<file path="src/rtl/pktdec_pkg.sv">
package pktdec_pkg;
    typedef enum logic [0:0] {
        SCAN_ST  = 1'b0,
        OFFER_ST = 1'b1
    } scan_state_e;
endpackage

</file>
<file path="src/rtl/pktdec_classify.sv">
module pktdec_classify #(
    parameter int LEN_W    = 6,
    parameter int DATA_W   = 16,
    parameter int NCARS    = 6,
    parameter int CAR_W    = 3,
    parameter int CAR_LSB  = 6,
    parameter int SW_POS   = 5,
    parameter int SPD_LSB  = 1,
    parameter int SPD_W    = 4,
    parameter int MIN_LEN  = 5,
    parameter int SYNC_LEN = 13,
    parameter int CTRL_LEN = 10
) (
    input  logic              in_valid,
    input  logic [LEN_W-1:0]  in_len,
    input  logic [DATA_W-1:0] in_data,
    output logic              slot_load,
    output logic              slot_step,
    output logic              tbl_we,
    output logic [CAR_W-1:0]  tbl_car,
    output logic [SPD_W-1:0]  tbl_speed,
    output logic              tbl_sw
);
    localparam logic [LEN_W-1:0] MIN_L  = LEN_W'(MIN_LEN);
    localparam logic [LEN_W-1:0] SYNC_L = LEN_W'(SYNC_LEN);
    localparam logic [LEN_W-1:0] CTRL_L = LEN_W'(CTRL_LEN);
    localparam logic [CAR_W-1:0] NCAR_C = CAR_W'(NCARS);
    localparam int               TOP_LO = CAR_LSB + CAR_W;

    logic accept;
    logic unused_data;

    assign unused_data = ^{in_data[DATA_W-1:TOP_LO], in_data[SPD_LSB-1:0]};

    always_comb begin
        accept    = in_valid && (in_len >= MIN_L);
        slot_load = accept && (in_len == SYNC_L);
        slot_step = accept && (in_len != SYNC_L);
        tbl_car   = in_data[CAR_LSB +: CAR_W];
        tbl_speed = in_data[SPD_LSB +: SPD_W];
        tbl_sw    = in_data[SW_POS];
        tbl_we    = accept && (in_len == CTRL_L) && (tbl_car < NCAR_C);
    end
endmodule

</file>
<file path="src/rtl/pktdec_table.sv">
module pktdec_table #(
    parameter int NCARS = 6,
    parameter int CAR_W = 3,
    parameter int SPD_W = 4
) (
    input  logic                   clk,
    input  logic                   rst_n,
    input  logic                   we,
    input  logic [CAR_W-1:0]       wr_car,
    input  logic [SPD_W-1:0]       wr_speed,
    input  logic                   wr_sw,
    output logic [NCARS-1:0]       sw_vec,
    output logic [NCARS*SPD_W-1:0] speed_flat
);
    for (genvar g = 0; g < NCARS; g++) begin : g_car
        localparam logic [CAR_W-1:0] ME = CAR_W'(g);
        logic [SPD_W-1:0] spd_q;
        logic             sw_q;

        always_ff @(posedge clk or negedge rst_n) begin
            if (!rst_n) begin
                spd_q <= '0;
                sw_q  <= 1'b0;
            end else if (we && (wr_car == ME)) begin
                spd_q <= wr_speed;
                sw_q  <= wr_sw;
            end
        end

        assign sw_vec[g]                    = sw_q;
        assign speed_flat[g*SPD_W +: SPD_W] = spd_q;
    end


    table_hold_chk: assert property (@(posedge clk) disable iff (!rst_n)
        !we |=> ($stable(sw_vec) && $stable(speed_flat)));
endmodule

</file>
<file path="src/rtl/pktdec_scan.sv">
module pktdec_scan
    import pktdec_pkg::*;
#(
    parameter int NCARS = 6,
    parameter int CAR_W = 3
) (
    input  logic             clk,
    input  logic             rst_n,
    input  logic [NCARS-1:0] sw_vec,
    input  logic             evt_ready,
    output logic             evt_valid,
    output logic [CAR_W-1:0] evt_car,
    output logic             evt_switch
);
    localparam logic [CAR_W-1:0] LAST_C = CAR_W'(NCARS - 1);
    localparam logic [CAR_W-1:0] NCAR_C = CAR_W'(NCARS);

    scan_state_e      state_q, state_d;
    logic [CAR_W-1:0] idx_q, idx_d;
    logic [CAR_W-1:0] car_q, car_d;
    logic             val_q, val_d;
    logic [NCARS-1:0] rep_q, rep_d;

    function automatic logic [CAR_W-1:0] step_car(input logic [CAR_W-1:0] c);
        return (c == LAST_C) ? '0 : c + 1'b1;
    endfunction

    always_ff @(posedge clk or negedge rst_n) begin
        if (!rst_n) begin
            state_q <= SCAN_ST;
            idx_q   <= '0;
            car_q   <= '0;
            val_q   <= 1'b0;
            rep_q   <= '0;
        end else begin
            state_q <= state_d;
            idx_q   <= idx_d;
            car_q   <= car_d;
            val_q   <= val_d;
            rep_q   <= rep_d;
        end
    end

    always_comb begin
        state_d = state_q;
        idx_d   = idx_q;
        car_d   = car_q;
        val_d   = val_q;
        rep_d   = rep_q;
        unique case (state_q)
            SCAN_ST: begin
                if (sw_vec[idx_q] != rep_q[idx_q]) begin
                    state_d = OFFER_ST;
                    car_d   = idx_q;
                    val_d   = sw_vec[idx_q];
                end else begin
                    idx_d = step_car(idx_q);
                end
            end
            OFFER_ST: begin
                if (evt_ready) begin
                    rep_d[car_q] = val_q;
                    state_d      = SCAN_ST;
                    idx_d        = step_car(car_q);
                end
            end
            default: state_d = SCAN_ST;
        endcase
    end

    always_comb begin
        evt_valid  = (state_q == OFFER_ST);
        evt_car    = car_q;
        evt_switch = val_q;
    end


    evt_hold_chk: assert property (@(posedge clk) disable iff (!rst_n)
        (evt_valid && !evt_ready) |=> (evt_valid && $stable(evt_car) && $stable(evt_switch)));

    evt_drop_chk: assert property (@(posedge clk) disable iff (!rst_n)
        (evt_valid && evt_ready) |=> !evt_valid);

    evt_change_chk: assert property (@(posedge clk) disable iff (!rst_n)
        evt_valid |-> ((evt_car < NCAR_C) && (evt_switch != rep_q[evt_car])));
endmodule

</file>
<file path="src/rtl/pktdec_top.sv">
module pktdec_top #(
    parameter int LEN_W    = 6,
    parameter int DATA_W   = 16,
    parameter int NCARS    = 6,
    parameter int SPD_W    = 4,
    parameter int SLOT_W   = 8,
    parameter int MIN_LEN  = 5,
    parameter int SYNC_LEN = 13,
    parameter int CTRL_LEN = 10
) (
    input  logic              clk,
    input  logic              rst_n,
    input  logic              pkt_valid,
    input  logic [LEN_W-1:0]  pkt_len,
    input  logic [DATA_W-1:0] pkt_data,
    output logic              evt_valid,
    input  logic              evt_ready,
    output logic [2:0]        evt_car,
    output logic              evt_switch,
    input  logic [2:0]        rd_car,
    output logic [SPD_W-1:0]  rd_speed,
    output logic              rd_switch,
    output logic [SLOT_W-1:0] slot_count
);
    localparam int               CAR_W  = 3;
    localparam logic [CAR_W-1:0] NCAR_C = CAR_W'(NCARS);
    localparam logic [LEN_W-1:0] MIN_L  = LEN_W'(MIN_LEN);
    localparam logic [LEN_W-1:0] SYNC_L = LEN_W'(SYNC_LEN);

    logic                   slot_load, slot_step, tbl_we, tbl_sw;
    logic [CAR_W-1:0]       tbl_car;
    logic [SPD_W-1:0]       tbl_speed;
    logic [NCARS-1:0]       sw_vec;
    logic [NCARS*SPD_W-1:0] speed_flat;
    logic [SLOT_W-1:0]      slot_q;

    pktdec_classify #(
        .LEN_W(LEN_W), .DATA_W(DATA_W), .NCARS(NCARS), .CAR_W(CAR_W),
        .CAR_LSB(6), .SW_POS(5), .SPD_LSB(1), .SPD_W(SPD_W),
        .MIN_LEN(MIN_LEN), .SYNC_LEN(SYNC_LEN), .CTRL_LEN(CTRL_LEN)
    ) u_cls (
        .in_valid(pkt_valid), .in_len(pkt_len), .in_data(pkt_data),
        .slot_load(slot_load), .slot_step(slot_step), .tbl_we(tbl_we),
        .tbl_car(tbl_car), .tbl_speed(tbl_speed), .tbl_sw(tbl_sw)
    );

    pktdec_table #(.NCARS(NCARS), .CAR_W(CAR_W), .SPD_W(SPD_W)) u_tbl (
        .clk(clk), .rst_n(rst_n), .we(tbl_we), .wr_car(tbl_car),
        .wr_speed(tbl_speed), .wr_sw(tbl_sw),
        .sw_vec(sw_vec), .speed_flat(speed_flat)
    );

    pktdec_scan #(.NCARS(NCARS), .CAR_W(CAR_W)) u_scan (
        .clk(clk), .rst_n(rst_n), .sw_vec(sw_vec), .evt_ready(evt_ready),
        .evt_valid(evt_valid), .evt_car(evt_car), .evt_switch(evt_switch)
    );

    always_ff @(posedge clk or negedge rst_n) begin
        if (!rst_n)         slot_q <= '0;
        else if (slot_load) slot_q <= SLOT_W'(1);
        else if (slot_step) slot_q <= slot_q + 1'b1;
    end

    assign slot_count = slot_q;

    always_comb begin
        if (rd_car < NCAR_C) begin
            rd_speed  = speed_flat[rd_car*SPD_W +: SPD_W];
            rd_switch = sw_vec[rd_car];
        end else begin
            rd_speed  = '0;
            rd_switch = 1'b0;
        end
    end


    sync_slot_chk: assert property (@(posedge clk) disable iff (!rst_n)
        (pkt_valid && (pkt_len == SYNC_L)) |=> (slot_count == SLOT_W'(1)));

    short_slot_chk: assert property (@(posedge clk) disable iff (!rst_n)
        (!pkt_valid || (pkt_len < MIN_L)) |=> $stable(slot_count));

    step_slot_chk: assert property (@(posedge clk) disable iff (!rst_n)
        (pkt_valid && (pkt_len >= MIN_L) && (pkt_len != SYNC_L))
            |=> (slot_count == $past(slot_count) + 1'b1));
endmodule

</file>
<file path="config.mk">
export PLATFORM = sky130hd
export DESIGN_NAME = pktdec_top
export DESIGN_NICKNAME = d
export VERILOG_FILES = /design/src/rtl/pktdec_pkg.sv /design/src/rtl/pktdec_classify.sv /design/src/rtl/pktdec_table.sv /design/src/rtl/pktdec_scan.sv /design/src/rtl/pktdec_top.sv
export SDC_FILE = /design/constraint.sdc
export NUM_CORES = 1
export LEC_CHECK = 0
export CORE_MARGIN = 2
export CORE_UTILIZATION = 25
export CTS_BUF_LIST = sky130_fd_sc_hd__clkbuf_8
export DETAILED_ROUTE_END_ITERATION = 7
export SYNTH_ARGS = -nofsm -noshare
export SYNTH_HDL_FRONTEND = slang
export SYNTH_SLANG_ARGS = --single-unit
</file>
<file path="constraint.sdc">
create_clock -name clk -period 2.5 [get_ports clk]
set_input_delay 0.5 -clock clk [delete_from_list [all_inputs] [get_ports clk]]
set_output_delay 0.5 -clock clk [all_outputs]
set_load 0.005 [all_outputs]
</file>
==> impl_metrics.csv, run 1 <==
group,metric,value,unit
logic_synthesis,syn_avg_cell_area,12.16,µm²
drt,final_antenna_net_count,0,
worst_setup_path,critPathMaxFanout,6,
logic_synthesis,netlist_area,2724,µm²
worst_setup_path,end_kind,"output pin",
clock_network,clk_pin_slew_worst_paths,0.10,ns
worst_setup_path,startpoint_type,"primary input",
power_and_ir_drop,p_per_area,638.8,nW/µm²
place,portBuffers,38,
finish,syn_to_final_growth,26.96,%
clock_network,cts.sinks,52,
sta,fin_skew,0.004618,ns
logic_synthesis,netlist_instances,224,
global_route,grt_pass1_wl,9591,µm
sta,hold_viol_final,0,
global_route,track_usage,0.1039,
finish,final_core_util,0.3218,
drt,via_per_inst,4.614,
logic_synthesis,ys_seq_area_frac,0.4777,
clock_network,cts_made_buffers,5,
finish,fill_cells,1139,
sta,clock.fmax,428.0,MHz
clock_network,ctsHoldBuffers,0,
floorplan,num_rows,38,
run_status,status,"complete, no violations",
drt,drc,0,
sta,finalCritPeriodShare,0.9346,
drt,first_iter_violations,52,
global_route,first_global_vias,1932,
sta,slew_viol_final,0,
worst_setup_path,arrival,1.84,ns
worst_setup_path,worstReg2RegStart,"u_scan.idx_q[0]",
finish,nets,304,
finish,antenna_cells_inserted,0,
drt,highest_layer,"met4",
floorplan,initial_core_util,0.2535,
sta,post-route-min-period,2.337,ns
drt,routed_wl,5697,µm
floorplan,die_area,11750,µm²
logic_synthesis,yosysWarnings,0,
place,place.gp.congestion,0.7177,
power_and_ir_drop,leakage,0.001589,µW
drt,drt_first_pass_iters,4,
worst_setup_path,required,2.00,ns
sta,setup_viol,0,
logic_synthesis,syn_nets,254,
clock_network,cts_tree,"yes",
floorplan,die_h,108.4,µm
global_route,grt_remaining_overflow,0,
place,hpwl,4191,µm
drt,wl_met1,2723,µm
place,placed_cells,407,
global_route,antenna_found_initial,0,
floorplan,core_area,10750,µm²
drt,wl_met2,2749,µm
drt,vias,1915,
worst_hold_path,min_path_type,"in2async",
clock_network,clockBufferDepth,2,
run,cap_violations,0,
floorplan,io_pins,47,
sta,worst_pin_slew,0.6596,ns
clock_network,cts_setup_buffers,0,
logic_synthesis,ys_ff_latch,52,
worst_setup_path,r2r_end,"u_scan.idx_q[2]",
worst_setup_path,reg2regPathDepth,5,
finish,drive_gt1_frac,0.1491,
logic_synthesis,synth.distinct_cells,44,
finish,fin_cells,415,
worst_setup_path,critical_path_class,"in2out",
sta,holdWs,0.2951,ns
floorplan,die_x,108.4,µm
drt,wl_per_cell,13.73,µm
drt,dr_wl_met3,148,µm
worst_setup_path,rrSetupSlack,0.33,ns
power_and_ir_drop,p_total,2209,µW
clock_network,cts_root_buf,"clkbuf_8",
clock_network,cts_max_level,2,
power_and_ir_drop,irDropWorstVdd,235.0,µV
sta,rsz0062_at_grt,"no",
clock_network,insertion_delay,0.30,ns
global_route,grt_max_degree,53,
sta,slew_headroom,0.5603,
[how the worst max path moves through the flow]
| stage | start | endpoint | cells after the start |
|---|---|---|---|
| floorplan | rd_car[0] | rd_switch | 4 |
| finish | rd_car[2] | rd_speed[1] | 6 |
| detailed placement | rd_car[0] | rd_speed[1] | 6 |
| global placement | rd_car[0] | rd_speed[1] | 6 |
| CTS | rd_car[2] | rd_speed[3] | 6 |
| global route | rd_car[2] | rd_speed[1] | 6 |
[cell type report]
| type | instances | area (µm²) | share of cell area |
|---|---|---|---|
| flip-flops and latches | 52 | 1301 | 0.3763 |
| inverters | 9 | 33.78 | 0.009768 |
| clock inverters | 3 | 28.78 | 0.008321 |
| well taps | 140 | 175.2 | 0.05065 |
| multi-input cells | 155 | 1351 | 0.3907 |
| clock buffers | 5 | 68.82 | 0.01990 |
| repair buffers | 51 | 499.2 | 0.1444 |
[stage by stage]
stage / setup TNS, ns / area, µm² / setup slack, ns
global placement: -1.453 / 3357 / -0.3173
detailed placement: -1.357 / 3357 / -0.3058
finish: 0 / 3458 / 0.1635
floorplan: 0 / 2724 / 0.5956
CTS: 0 / 3455 / 0.01229
global route: 0 / 3458 / 0.1147
[cell families after synthesis]
group                    Yosys count  synth area share
AND/OR/NAND/NOR                   58            0.1213
multiplexers                      55            0.2595
flip-flops                        52            0.4777
AO/OA/AOI/OAI                     41            0.1098
buffers and inverters             17           0.02710
adder cells (fa/ha/maj)            1          0.004593
[routing by layer]
metal  vias to the layer above  GRT usage
li1                        923          -
met1                       959     0.1422
met2                        29     0.1671
met3                         4    0.01507
met4                         0    0.03846
met5                         -          0
[placed cells by master (no fill, tap or decap), types with 8 or more instances in the layout]
cell             instances
dfrtp_1                 52
mux2_1                  36
clkdlybuf4s50_1         31
o21ai_1                 11
nor2_1                  11
nand2_1                 11
buf_4                   10
inv_1                    9
mux2i_1                  8
nand2b_1                 8
[power by group]
group	internal (µW)	switching (µW)	total, µW
Combinational	350	220	570
Sequential	943	179	1120
Clock	212	305	516
[critical path: stages]
cell,delay [ns]
clkdlybuf4s50_1,0.47
buf_6,0.13
mux4_2,0.30
inv_1,0.07
o22ai_1,0.08
dlygate4sd2_1,0.27
[registers in the layout, indices dropped and copies added (netlist names)]
register,cells
u_tbl.g_car.spd_q,24
slot_count,8
u_scan.rep_q,6
u_tbl.g_car.sw_q,6
u_scan.evt_car,3
u_scan.idx_q,3
u_scan.evt_switch,1
u_scan.evt_valid,1
[synth_stat cells]
library cell	n	area share
o221ai_1	2	0.0064
nor3b_1	1	0.0028
or2_1	1	0.0023
nor2_1	11	0.015
o31a_1	2	0.0064
o22ai_2	1	0.0046
o21bai_2	1	0.0041
nand3b_1	1	0.0028
o21a_1	1	0.0028
a221oi_4	1	0.0096
mux2i_1	8	0.029
o21ai_1	11	0.020
dfrtp_1	52	0.48
ha_1	1	0.0046
and3_1	4	0.0092
buf_2	2	0.0037
o41ai_1	1	0.0032
a31o_4	1	0.0064
and2b_1	1	0.0028
nor2b_1	3	0.0069
nor4bb_1	1	0.0037
mux2_1	36	0.15
mux2_4	4	0.022
o22ai_1	5	0.011
and3b_1	1	0.0032
o31ai_1	2	0.0055
o21ai_0	7	0.013
clkbuf_1	5	0.0069
nand2b_1	9	0.021
nor4_2	1	0.0046
a211oi_1	1	0.0028
inv_1	9	0.012
a21o_1	2	0.0055
o211ai_1	2	0.0055
buf_6	1	0.0041
or3_1	1	0.0023
nor4b_4	1	0.0087
a31oi_1	1	0.0023
nor3_1	2	0.0037
nand2_1	11	0.015
mux4_2	6	0.050
or2_2	2	0.0046
mux4_1	1	0.0096
nand3_1	7	0.013
[timing repair]
action | in CTS | in global routing
hold endpoints to repair | 0 | 0
setup endpoints to repair | 5 | 1
resized for setup | 7 | 2
pin swaps | 0 | 0
Note: power is estimated with default switching activity, not from simulation.
==> run 2: changes to the inputs <==
Settings changed: CTS_CLUSTER_DIAMETER from default to 30.
==> results of run 2 <==
No change in the layout: final DEF, timing and power equal those of run 1.
